## config.mk

```make
export PLATFORM = sky130hd
export DESIGN_NAME = cmd_regs_top
export DESIGN_NICKNAME = d
export VERILOG_FILES = /design/src/rtl/cmdreg_pkg.sv /design/src/rtl/cmd_regfile.sv /design/src/rtl/cmd_issue.sv /design/src/rtl/rsp_store.sv /design/src/rtl/cmd_regs_top.sv
export SDC_FILE = /design/constraint.sdc
export NUM_CORES = 1
export LEC_CHECK = 0
export ABC_AREA = 1
export BUFFER_PORTS_ARGS = -buffer_cell sky130_fd_sc_hd__clkbuf_2
export CAP_MARGIN = 20
export CORE_UTILIZATION = 50
export CTS_BUF_LIST = sky130_fd_sc_hd__clkbuf_2 sky130_fd_sc_hd__clkbuf_4 sky130_fd_sc_hd__clkbuf_8
export CTS_CLUSTER_DIAMETER = 100
export DETAILED_ROUTE_END_ITERATION = 16
export PLACE_DENSITY = 0.73
export SLEW_MARGIN = 40
export SYNTH_ARGS = -nofsm -noshare
export SYNTH_HDL_FRONTEND = slang
export SYNTH_HIERARCHICAL = 1
export SYNTH_SLANG_ARGS = --single-unit
```

## constraint.sdc

```tcl
create_clock -name clk -period 3.8 [get_ports clk]
set_input_delay 0.19 -clock clk [delete_from_list [all_inputs] [get_ports clk]]
set_output_delay 0.19 -clock clk [all_outputs]
set_load 0.1 [all_outputs]
```

## src/rtl/cmdreg_pkg.sv

```systemverilog
package cmdreg_pkg;
  localparam int ADDR_W = 5;
  localparam int NUM_RSP = 8;

  localparam logic [ADDR_W-1:0] A_CMD  = 5'd0;
  localparam logic [ADDR_W-1:0] A_ARGL = 5'd1;
  localparam logic [ADDR_W-1:0] A_ARGH = 5'd2;
  localparam logic [ADDR_W-1:0] A_CTRL = 5'd3;
  localparam logic [ADDR_W-1:0] A_STAT = 5'd4;
  localparam logic [ADDR_W-1:0] A_CTO  = 5'd5;
  localparam logic [ADDR_W-1:0] A_DTO  = 5'd6;
  localparam logic [ADDR_W-1:0] A_REV  = 5'd7;
  localparam logic [ADDR_W-1:0] A_RSP0 = 5'd8;
  localparam logic [ADDR_W-1:0] A_SYSC = 5'd16;
  localparam logic [ADDR_W-1:0] A_SYSS = 5'd17;

  localparam int ST_DONE = 0;
  localparam int ST_STOP = 2;
  localparam int ST_TMO  = 7;
  localparam int SRST_BIT = 2;
  localparam int CTRL_EN_BIT = 11;
  localparam logic [5:0] STOP_INDEX = 6'd12;

  typedef enum logic [2:0] {
    RSP_NONE  = 3'd0,
    RSP_SHORT = 3'd1,
    RSP_LONG  = 3'd2,
    RSP_OCOND = 3'd3,
    RSP_ADDR  = 3'd6
  } rsp_kind_e;
endpackage

```

## src/rtl/cmd_regfile.sv

```systemverilog
module cmd_regfile
  import cmdreg_pkg::*;
#(
  parameter int DIV_W = 10
) (
  input  logic              clk,
  input  logic              rst_n,
  input  logic              sreset,
  input  logic              we,
  input  logic [ADDR_W-1:0] addr,
  input  logic [15:0]       wdata,
  output logic [31:0]       arg,
  output logic [15:0]       ctrl,
  output logic [7:0]        cto,
  output logic [15:0]       dto
);
  localparam logic [15:0] CTRL_MASK = 16'hBC00 | 16'((1 << DIV_W) - 1);

  logic [31:0] arg_q, arg_d;
  logic [15:0] ctrl_q, ctrl_d;
  logic [7:0]  cto_q, cto_d;
  logic [15:0] dto_q, dto_d;

  always_comb begin
    arg_d  = arg_q;
    ctrl_d = ctrl_q;
    cto_d  = cto_q;
    dto_d  = dto_q;
    if (sreset) begin
      arg_d  = '0;
      ctrl_d = '0;
      cto_d  = '0;
      dto_d  = '0;
    end else if (we) begin
      case (addr)
        A_ARGL: arg_d[15:0]  = wdata;
        A_ARGH: arg_d[31:16] = wdata;
        A_CTRL: ctrl_d       = wdata & CTRL_MASK;
        A_CTO:  cto_d        = wdata[7:0];
        A_DTO:  dto_d        = wdata;
        default: ;
      endcase
    end
  end

  always_ff @(posedge clk or negedge rst_n) begin
    if (!rst_n) begin
      arg_q  <= '0;
      ctrl_q <= '0;
      cto_q  <= '0;
      dto_q  <= '0;
    end else begin
      arg_q  <= arg_d;
      ctrl_q <= ctrl_d;
      cto_q  <= cto_d;
      dto_q  <= dto_d;
    end
  end

  assign arg  = arg_q;
  assign ctrl = ctrl_q;
  assign cto  = cto_q;
  assign dto  = dto_q;

  // a low-half write leaves the high half alone
  p_arg_keep_high_r1: assert property (@(posedge clk) disable iff (!rst_n)
    (we && addr == A_ARGL && !sreset) |=> $stable(arg_q[31:16]));
  // a high-half write leaves the low half alone
  p_arg_keep_low_r1: assert property (@(posedge clk) disable iff (!rst_n)
    (we && addr == A_ARGH && !sreset) |=> $stable(arg_q[15:0]));
  // soft reset clears the configuration
  p_sreset_cfg_r10: assert property (@(posedge clk) disable iff (!rst_n)
    sreset |=> (arg_q == 32'd0 && ctrl_q == 16'd0 && dto_q == 16'd0));
endmodule

```

## src/rtl/cmd_issue.sv

```systemverilog
module cmd_issue
  import cmdreg_pkg::*;
(
  input  logic        clk,
  input  logic        rst_n,
  input  logic        sreset,
  input  logic        cmd_we,
  input  logic        stat_we,
  input  logic [15:0] wdata,
  input  logic        enable,
  input  logic        eng_done,
  input  logic        eng_timeout,
  output logic        busy,
  output logic        finish,
  output logic [15:0] cmd_last,
  output logic [15:0] status
);
  logic [15:0] cmd_q, cmd_d;
  logic [15:0] stat_q, stat_d;
  logic        busy_q, busy_d;
  logic        accept;
  logic        is_stop;

  assign accept  = cmd_we && enable && !busy_q;
  assign finish  = busy_q && eng_done;
  assign is_stop = (cmd_q[5:0] == STOP_INDEX);

  always_comb begin
    cmd_d  = cmd_q;
    busy_d = busy_q;
    stat_d = stat_q;
    if (stat_we) stat_d = stat_d & ~wdata;
    if (accept) begin
      cmd_d  = wdata;
      busy_d = 1'b1;
    end
    if (finish) begin
      busy_d = 1'b0;
      if (eng_timeout) begin
        stat_d[ST_TMO] = 1'b1;
      end else begin
        stat_d[ST_DONE] = 1'b1;
        if (is_stop) stat_d[ST_STOP] = 1'b1;
      end
    end
    if (sreset) begin
      cmd_d  = '0;
      busy_d = 1'b0;
      stat_d = '0;
    end
  end

  always_ff @(posedge clk or negedge rst_n) begin
    if (!rst_n) begin
      cmd_q  <= '0;
      busy_q <= 1'b0;
      stat_q <= '0;
    end else begin
      cmd_q  <= cmd_d;
      busy_q <= busy_d;
      stat_q <= stat_d;
    end
  end

  assign busy     = busy_q;
  assign cmd_last = cmd_q;
  assign status   = stat_q;

  // command writes with the enable bit clear change nothing
  p_disabled_ignore_r2: assert property (@(posedge clk) disable iff (!rst_n)
    (cmd_we && !enable && !sreset) |=> $stable(cmd_q));
  // command writes while busy change nothing
  p_busy_ignore_r12: assert property (@(posedge clk) disable iff (!rst_n)
    (cmd_we && busy_q && !sreset) |=> $stable(cmd_q));
  // timeout completion raises the timeout bit
  p_timeout_bit_r7: assert property (@(posedge clk) disable iff (!rst_n)
    (finish && eng_timeout && !sreset) |=> stat_q[ST_TMO]);
  // stop completion raises both bits
  p_stop_bits_r7: assert property (@(posedge clk) disable iff (!rst_n)
    (finish && !eng_timeout && is_stop && !sreset) |=> (stat_q[ST_DONE] && stat_q[ST_STOP]));
  // the request falls after completion
  p_req_drop_r5: assert property (@(posedge clk) disable iff (!rst_n)
    (finish && !sreset) |=> !busy_q);
endmodule

```

## src/rtl/rsp_store.sv

```systemverilog
module rsp_store
  import cmdreg_pkg::*;
(
  input  logic                    clk,
  input  logic                    rst_n,
  input  logic                    sreset,
  input  logic                    load,
  input  logic [NUM_RSP*16-1:0]   rsp_in,
  output logic [NUM_RSP*16-1:0]   rsp_out
);
  logic [NUM_RSP*16-1:0] rsp_q;

  for (genvar i = 0; i < NUM_RSP; i++) begin : g_word
    logic [15:0] word_d;
    always_comb begin
      word_d = rsp_q[16*i +: 16];
      if (sreset)    word_d = '0;
      else if (load) word_d = rsp_in[16*i +: 16];
    end
    always_ff @(posedge clk or negedge rst_n) begin
      if (!rst_n) rsp_q[16*i +: 16] <= '0;
      else        rsp_q[16*i +: 16] <= word_d;
    end
  end

  assign rsp_out = rsp_q;

  // without a load the response words hold
  p_rsp_hold_r9: assert property (@(posedge clk) disable iff (!rst_n)
    (!load && !sreset) |=> $stable(rsp_q));
endmodule

```

## src/rtl/cmd_regs_top.sv

```systemverilog
module cmd_regs_top
  import cmdreg_pkg::*;
#(
  parameter int          DIV_W     = 10,
  parameter logic [15:0] REV_VALUE = 16'h0021
) (
  input  logic                  clk,
  input  logic                  rst_n,
  input  logic                  reg_we,
  input  logic [4:0]            reg_addr,
  input  logic [15:0]           reg_wdata,
  output logic [15:0]           reg_rdata,
  output logic                  eng_req,
  output logic [5:0]            eng_index,
  output logic [2:0]            eng_rsp_type,
  output logic [31:0]           eng_arg,
  input  logic                  eng_done,
  input  logic                  eng_timeout,
  input  logic [127:0]          eng_rsp_data
);
  logic        sreset;
  logic [31:0] arg;
  logic [15:0] ctrl;
  logic [7:0]  cto;
  logic [15:0] dto;
  logic        busy, finish;
  logic [15:0] cmd_last, status;
  logic [NUM_RSP*16-1:0] rsp;
  logic        rsp_load;

  assign sreset = reg_we && reg_addr == A_SYSC && reg_wdata[SRST_BIT];

  cmd_regfile #(.DIV_W(DIV_W)) u_regs (
    .clk(clk), .rst_n(rst_n), .sreset(sreset), .we(reg_we), .addr(reg_addr),
    .wdata(reg_wdata), .arg(arg), .ctrl(ctrl), .cto(cto), .dto(dto)
  );

  cmd_issue u_issue (
    .clk(clk), .rst_n(rst_n), .sreset(sreset),
    .cmd_we(reg_we && reg_addr == A_CMD),
    .stat_we(reg_we && reg_addr == A_STAT),
    .wdata(reg_wdata), .enable(ctrl[CTRL_EN_BIT]),
    .eng_done(eng_done), .eng_timeout(eng_timeout),
    .busy(busy), .finish(finish), .cmd_last(cmd_last), .status(status)
  );

  assign rsp_load = finish && !eng_timeout && (cmd_last[10:8] != RSP_NONE);

  rsp_store u_rsp (
    .clk(clk), .rst_n(rst_n), .sreset(sreset), .load(rsp_load),
    .rsp_in(eng_rsp_data), .rsp_out(rsp)
  );

  assign eng_req      = busy;
  assign eng_index    = cmd_last[5:0];
  assign eng_rsp_type = cmd_last[10:8];
  assign eng_arg      = arg;

  always_comb begin
    reg_rdata = '0;
    if (reg_addr >= A_RSP0 && reg_addr < A_RSP0 + 5'(NUM_RSP)) begin
      reg_rdata = rsp[16*(reg_addr - A_RSP0) +: 16];
    end else begin
      case (reg_addr)
        A_CMD:  reg_rdata = cmd_last;
        A_ARGL: reg_rdata = arg[15:0];
        A_ARGH: reg_rdata = arg[31:16];
        A_CTRL: reg_rdata = ctrl;
        A_STAT: reg_rdata = status;
        A_CTO:  reg_rdata = {8'h00, cto};
        A_DTO:  reg_rdata = dto;
        A_REV:  reg_rdata = REV_VALUE;
        A_SYSS: reg_rdata = 16'h0001;
        default: reg_rdata = '0;
      endcase
    end
  end
endmodule

```

# After elaboration in Yosys (flattened, before gate mapping)

Index checks and enable logic that the tools add are counted.

Shifts and indexed selects: 1
$lt $le $gt $ge: 2
$add $sub $neg: 1
Bitwise operators: 2
Equal/unequal tests: 10
Multiplexer cells: 45
Reductions and logical operators: 29

Operator list:

| operator                                                                             | count |
|---|---|
| 16-bit two-way mux                                                                   | 29 |
| 16-bit one-hot mux with 9 select lines                                               | 1 |
| 128-bit by 33-bit variable part select with 16-bit output                            | 1 |
| 32-bit two-way mux                                                                   | 2 |
| 8-bit two-way mux                                                                    | 3 |
| 5-bit by 3-bit == test with 1-bit output (second input constant)                     | 4 |
| 2-bit nonzero test                                                                   | 9 |
| 16-bit AND                                                                           | 1 |
| 16-bit inverter                                                                      | 1 |
| 5-bit by 2-bit == test with 1-bit output (second input constant)                     | 2 |
| 5-bit == test (second input constant)                                                | 2 |
| 1-bit logical AND                                                                    | 10 |
| 1-bit two-way mux                                                                    | 10 |
| 2-bit AND reduction                                                                  | 5 |
| 6-bit by 4-bit == test with 1-bit output (second input constant)                     | 1 |
| 3-bit nonzero test                                                                   | 2 |
| 5-bit by 4-bit subtractor with 6-bit output (second input constant)                  | 1 |
| 5-bit by 1-bit == test with 1-bit output (second input constant)                     | 1 |
| 5-bit by 4-bit greater-or-equal comparator with 1-bit output (second input constant) | 1 |
| 5-bit logical NOT                                                                    | 1 |
| 5-bit < comparator (second input constant)                                           | 1 |
| 1-bit logical NOT                                                                    | 2 |

Bits of input ports: 154
Word-level logic and storage cells: 107
Register bits: 233

# Depth between registers and ports, before layout

Depth in word-level cells: 7
Depth in mapped cells: 11
Gate-level depth less buffers: 10

# Modules after synthesis

The synthesis kept the hierarchy.

By module, submodules not included:

| module       | sequential area each (um^2) | cells an instance | area an instance (um^2) | instances |
|---|---|---|---|---|
| rsp_store    | 3203.1                      | 556               | 5064.9                  | 1 |
| cmd_regfile  | 1776.7                      | 367               | 3113.0                  | 1 |
| cmd_regs_top | 0.0                         | 543               | 2344.7                  | 1 |
| cmd_issue    | 825.8                       | 137               | 1302.5                  | 1 |

# Worst setup path after synthesis

No wires, ideal clock.

Kind: register to output
Start: reg u_regs.arg_q[3] (netlist: u_regs/arg[3])
End: out reg_rdata[3]
Arrival time: 1.993 ns
Buffers on the path: 0
Path slack: 1.617 ns
Stages on the path, launching flop included: 7
Path through: dfrtp_1 inv_1 nor3_1 nor2_1 nand2_1 nand2_1 nand2_1

Cells in the longest elaborated chain, start to end: 2

RTL lines:

| item                                   | RTL line           | text |
|---|---|---|
| from (decl)                            | cmd_regfile.sv:19  | `logic [31:0] arg_q, arg_d;` |
| from (signal assigned)                 | cmd_regfile.sv:53  | `arg_q <= arg_d;` |
| 16-bit one-hot mux with 9 select lines | cmd_regs_top.sv:64 | `case (reg_addr)` |
| 16-bit two-way mux                     | cmd_regs_top.sv:61 | `if (reg_addr >= A_RSP0 && reg_addr < A_RSP0 + 5'(NUM_RSP)) begin` |
| to (decl)                              | cmd_regs_top.sv:12 | `output logic [15:0] reg_rdata,` |

Every way passes these cells.

# Worst setup path in the final report

Start: in reg_addr[1]
End: out reg_rdata[12]

Cells in the longest elaborated chain, start to end: 3

RTL lines:

| item                                                                                    | RTL line           | text |
|---|---|---|
| from (decl)                                                                             | cmd_regs_top.sv:10 | `input logic [4:0] reg_addr,` |
| 5-bit by 4-bit subtractor with 6-bit output, or another cell as far along               | cmd_regs_top.sv:62 | `reg_rdata = rsp[16*(reg_addr - A_RSP0) +: 16];` |
| 128-bit by 33-bit variable part select with 16-bit output, or another cell as far along | cmd_regs_top.sv:62 |  |
| 16-bit two-way mux *                                                                    | cmd_regs_top.sv:61 |  |

Mark *: on every way between the ends. The rest lies on a longest branch, timed or not.

==> flow_metrics.py <==
metrics = {
    "sta": {
        "setup_ws_ns": 0.991,
        "period_needed_ns": 2.81,
        "hold_violations": 0,
        "tns_ns": 0,
        "rsz0062_at_grt": "no",
        "max_freq_mhz": 356,
        "finalSetupViolations": 0,
        "final_max_slew_viol_count": 0,
        "worst_pin_slew_ns": 0.762,
        "fin_worst_skew_ns": 0.0203,
        "whs_ns": 0.146,
        "slew_headroom": 0.492,
        "fin_crit_sh": 0.739,
    },
    "status": {
        "run_status": "finished clean",
    },
    "route": {
        "drtIter0Drc": 1531,
        "drt_wl_total_um": 40800,
        "routed-via-count": 12500,
        "vias_per_cell": 5.53,
        "routedWlPerCell_um": 18.1,
        "final_antenna_net_count": 0,
        "first_pass_iters": 6,
        "drc_errors": 0,
    },
    "clocking": {
        "cts_root_buf": "clkbuf_8",
        "clkLatencyLatePin_ns": 0.54,
        "clk_path_buf_depth": 3,
        "cts.reportedPaths.clkPinSlew_ns": 0.05,
        "htreeDepth": 2,
        "cts_tree": "built",
        "clock_sinks": 232,
        "cts_inserted_buffers": 40,
    },
    "grt": {
        "grt.overflow.total": 0,
        "busiest_layer": "met2",
        "antenna_found_initial": 0,
        "grt_pass1_wl_um": 63500,
        "grt_util_met1": 0.448,
        "grt_pass1_vias": 11800,
        "grt_use_total": 0.338,
        "use_met3": 0.0608,
        "grt.met2_usage": 0.553,
        "grt_max_degree": 130,
    },
    "synth": {
        "synth-seq-cells": 232,
        "syn_inst": 1603,
        "ys_warn_count": 6,
        "synth_area_leaders": "dfrtp_1, nand2_1, nand3_1",
        "yosysSeqAreaShare": 0.491,
        "yosysTopAreaCell": "dfrtp_1",
        "synth.top_cell.area_share": 0.491,
        "synth_nets": 1759,
        "synth_area_sq_um": 11800,
        "synthDistinctLibCells": 27,
        "avgSynthCellArea_sq_um": 7.38,
    },
    "final_layout": {
        "drive_gt1_frac": 0.172,
        "fin_util": 0.665,
        "mostFrequentLayoutCell": "nand2_1",
        "areaGrowthSynthToFinish_pct": 28.9,
        "antenna_cells": 0,
        "final_cell_mix": "nand2_1, nand3_1, dfrtp_1",
        "layout.nets": 2075,
    },
    "worst_setup_path": {
        "path_class": "input pin to output port",
        "cp-start-kind": "input pin",
        "cp-end-kind": "output port",
        "arrival_ns": 2.62,
        "r2r_cells": 7,
        "rr_startpoint": "u_issue/cmd_last[9]",
        "crit_required_ns": 3.61,
        "rrSetupSlack_ns": 1.56,
        "worstPathMaxFanout": 17,
        "r2r-end": "u_rsp/rsp_out[111]",
    },
    "placed_design": {
        "io_buffers": 211,
        "routabilityCongestion": 0.961,
        "pre_cts_slack_ns": 1.14,
        "dp_hpwl_um": 25800,
    },
    "die": {
        "dieWidth_um": 156,
        "dieArea_sq_um": 24300,
        "initial_core_util": 0.516,
        "ios": 212,
        "row_count": 55,
        "die_h_um": 156,
        "core_sq_um": 22900,
    },
    "power": {
        "finalPower_mw": 7.07,
        "p_leak_nw": 8.48,
        "irDropWorstVdd_mv": 0.228,
        "power_density_nw_per_um2": 464,
    },
    "run": {
        "cap_violations": 0,
    },
    "worst_hold_path": {
        "worstHoldPathType": "input pin to async pin",
    },
}
==> synth_stat cells <==
cell,count
a21boi_0,1
a21oi_1,16
a31oi_4,1
and2_1,1
buf_1,7
buf_2,59
buf_4,26
buf_6,2
clkbuf_1,8
conb_1,1
dfrtp_1,232
ha_1,2
inv_1,45
inv_2,8
nand2_1,751
nand2_2,2
nand3_1,326
nand3_2,2
nand3_4,1
nand4_1,32
nor2_1,54
nor2_2,10
nor2_4,9
nor3_1,3
nor3b_1,1
o21a_1,1
o21ai_0,2
==> worst max-delay path: stages <==
cell	delay (ns)
clkbuf_2	0.18
nor2_4	0.46
nand2_1	0.20
nor2_2	0.50
nand2_1	0.13
nand2_1	0.10
inv_1	0.04
nand2_1	0.12
nand2_1	0.07
nand2_1	0.14
clkbuf_2	0.48
==> sequential cells by signal, indices dropped and copies added (netlist names) <==
name,count
u_regs/cto,8
u_regs/dto,16
u_issue/status,16
u_regs/ctrl,15
u_rsp/rsp_out,128
u_issue/cmd_last,16
u_regs/arg,32
u_issue/busy,1
==> cell families after synthesis <==
family,synth area share
AND/OR/NAND/NOR,0.431
flip-flops,0.491
buffers and inverters,0.0650
AO/OA/AOI/OAI,0.0107
adder cells (fa/ha/maj),0.00212
other,0.000317
==> per-stage QoR <==
step / std cells / cell area (sq um)
after global routing: 2259 / 15200
after global placement: 2042 / 12900
after CTS: 2259 / 15200
after floorplan: 1603 / 11800
final: 2259 / 15200
after detailed placement: 2043 / 12900
==> final cells by class <==
class,instances,area [sq um]
Clock buffer,65,813
Clock inverter,4,45.0
Fill cell,1895,7670
Inverter,53,200
Multi-Input combinational cell,1216,5270
Sequential cell,232,5810
Tap cell,313,392
Timing Repair Buffer,376,2720
==> layer usage <==
| layer | wire length, um | part of all wire |
|---|---|---|
| met1 | 16400 | 0.40 |
| met2 | 19300 | 0.47 |
| met3 | 3640 | 0.089 |
| met4 | 1480 | 0.036 |
| met5 | 0 | 0 |
==> power by group <==
part / total [mW] / internal (mW) / switching (mW)
logic: 1.61 / 0.431 / 1.18
clock network: 2.42 / 1.41 / 1.01
registers: 3.04 / 2.80 / 0.245
total: 7.07 / 4.64 / 2.43
==> worst max path at each step <==
stage | from | endpoint | slack, ns | depth (start not counted)
6_report | reg_addr[1] | reg_rdata[12] | 0.99 | 11
5_1_grt | reg_addr[1] | reg_rdata[12] | 0.88 | 11
4_1_cts | reg_addr[1] | reg_rdata[12] | 1.13 | 11
3_5_place_dp | reg_addr[1] | reg_rdata[2] | 1.14 | 11
3_3_place_gp | reg_addr[1] | reg_rdata[7] | 1.16 | 11
2_1_floorplan | u_regs/arg[3] | reg_rdata[3] | 1.62 | 6
==> what timing repair did <==
| action | CTS | global route |
|---|---|---|
| gates resized for setup | 0 | 0 |
| hold buffers | 147 | 0 |
| setup buffers | 0 | 0 |
| endpoints found under the hold margin | 267 | 0 |
No activity file was read; power rests on OpenSTA's default activity.
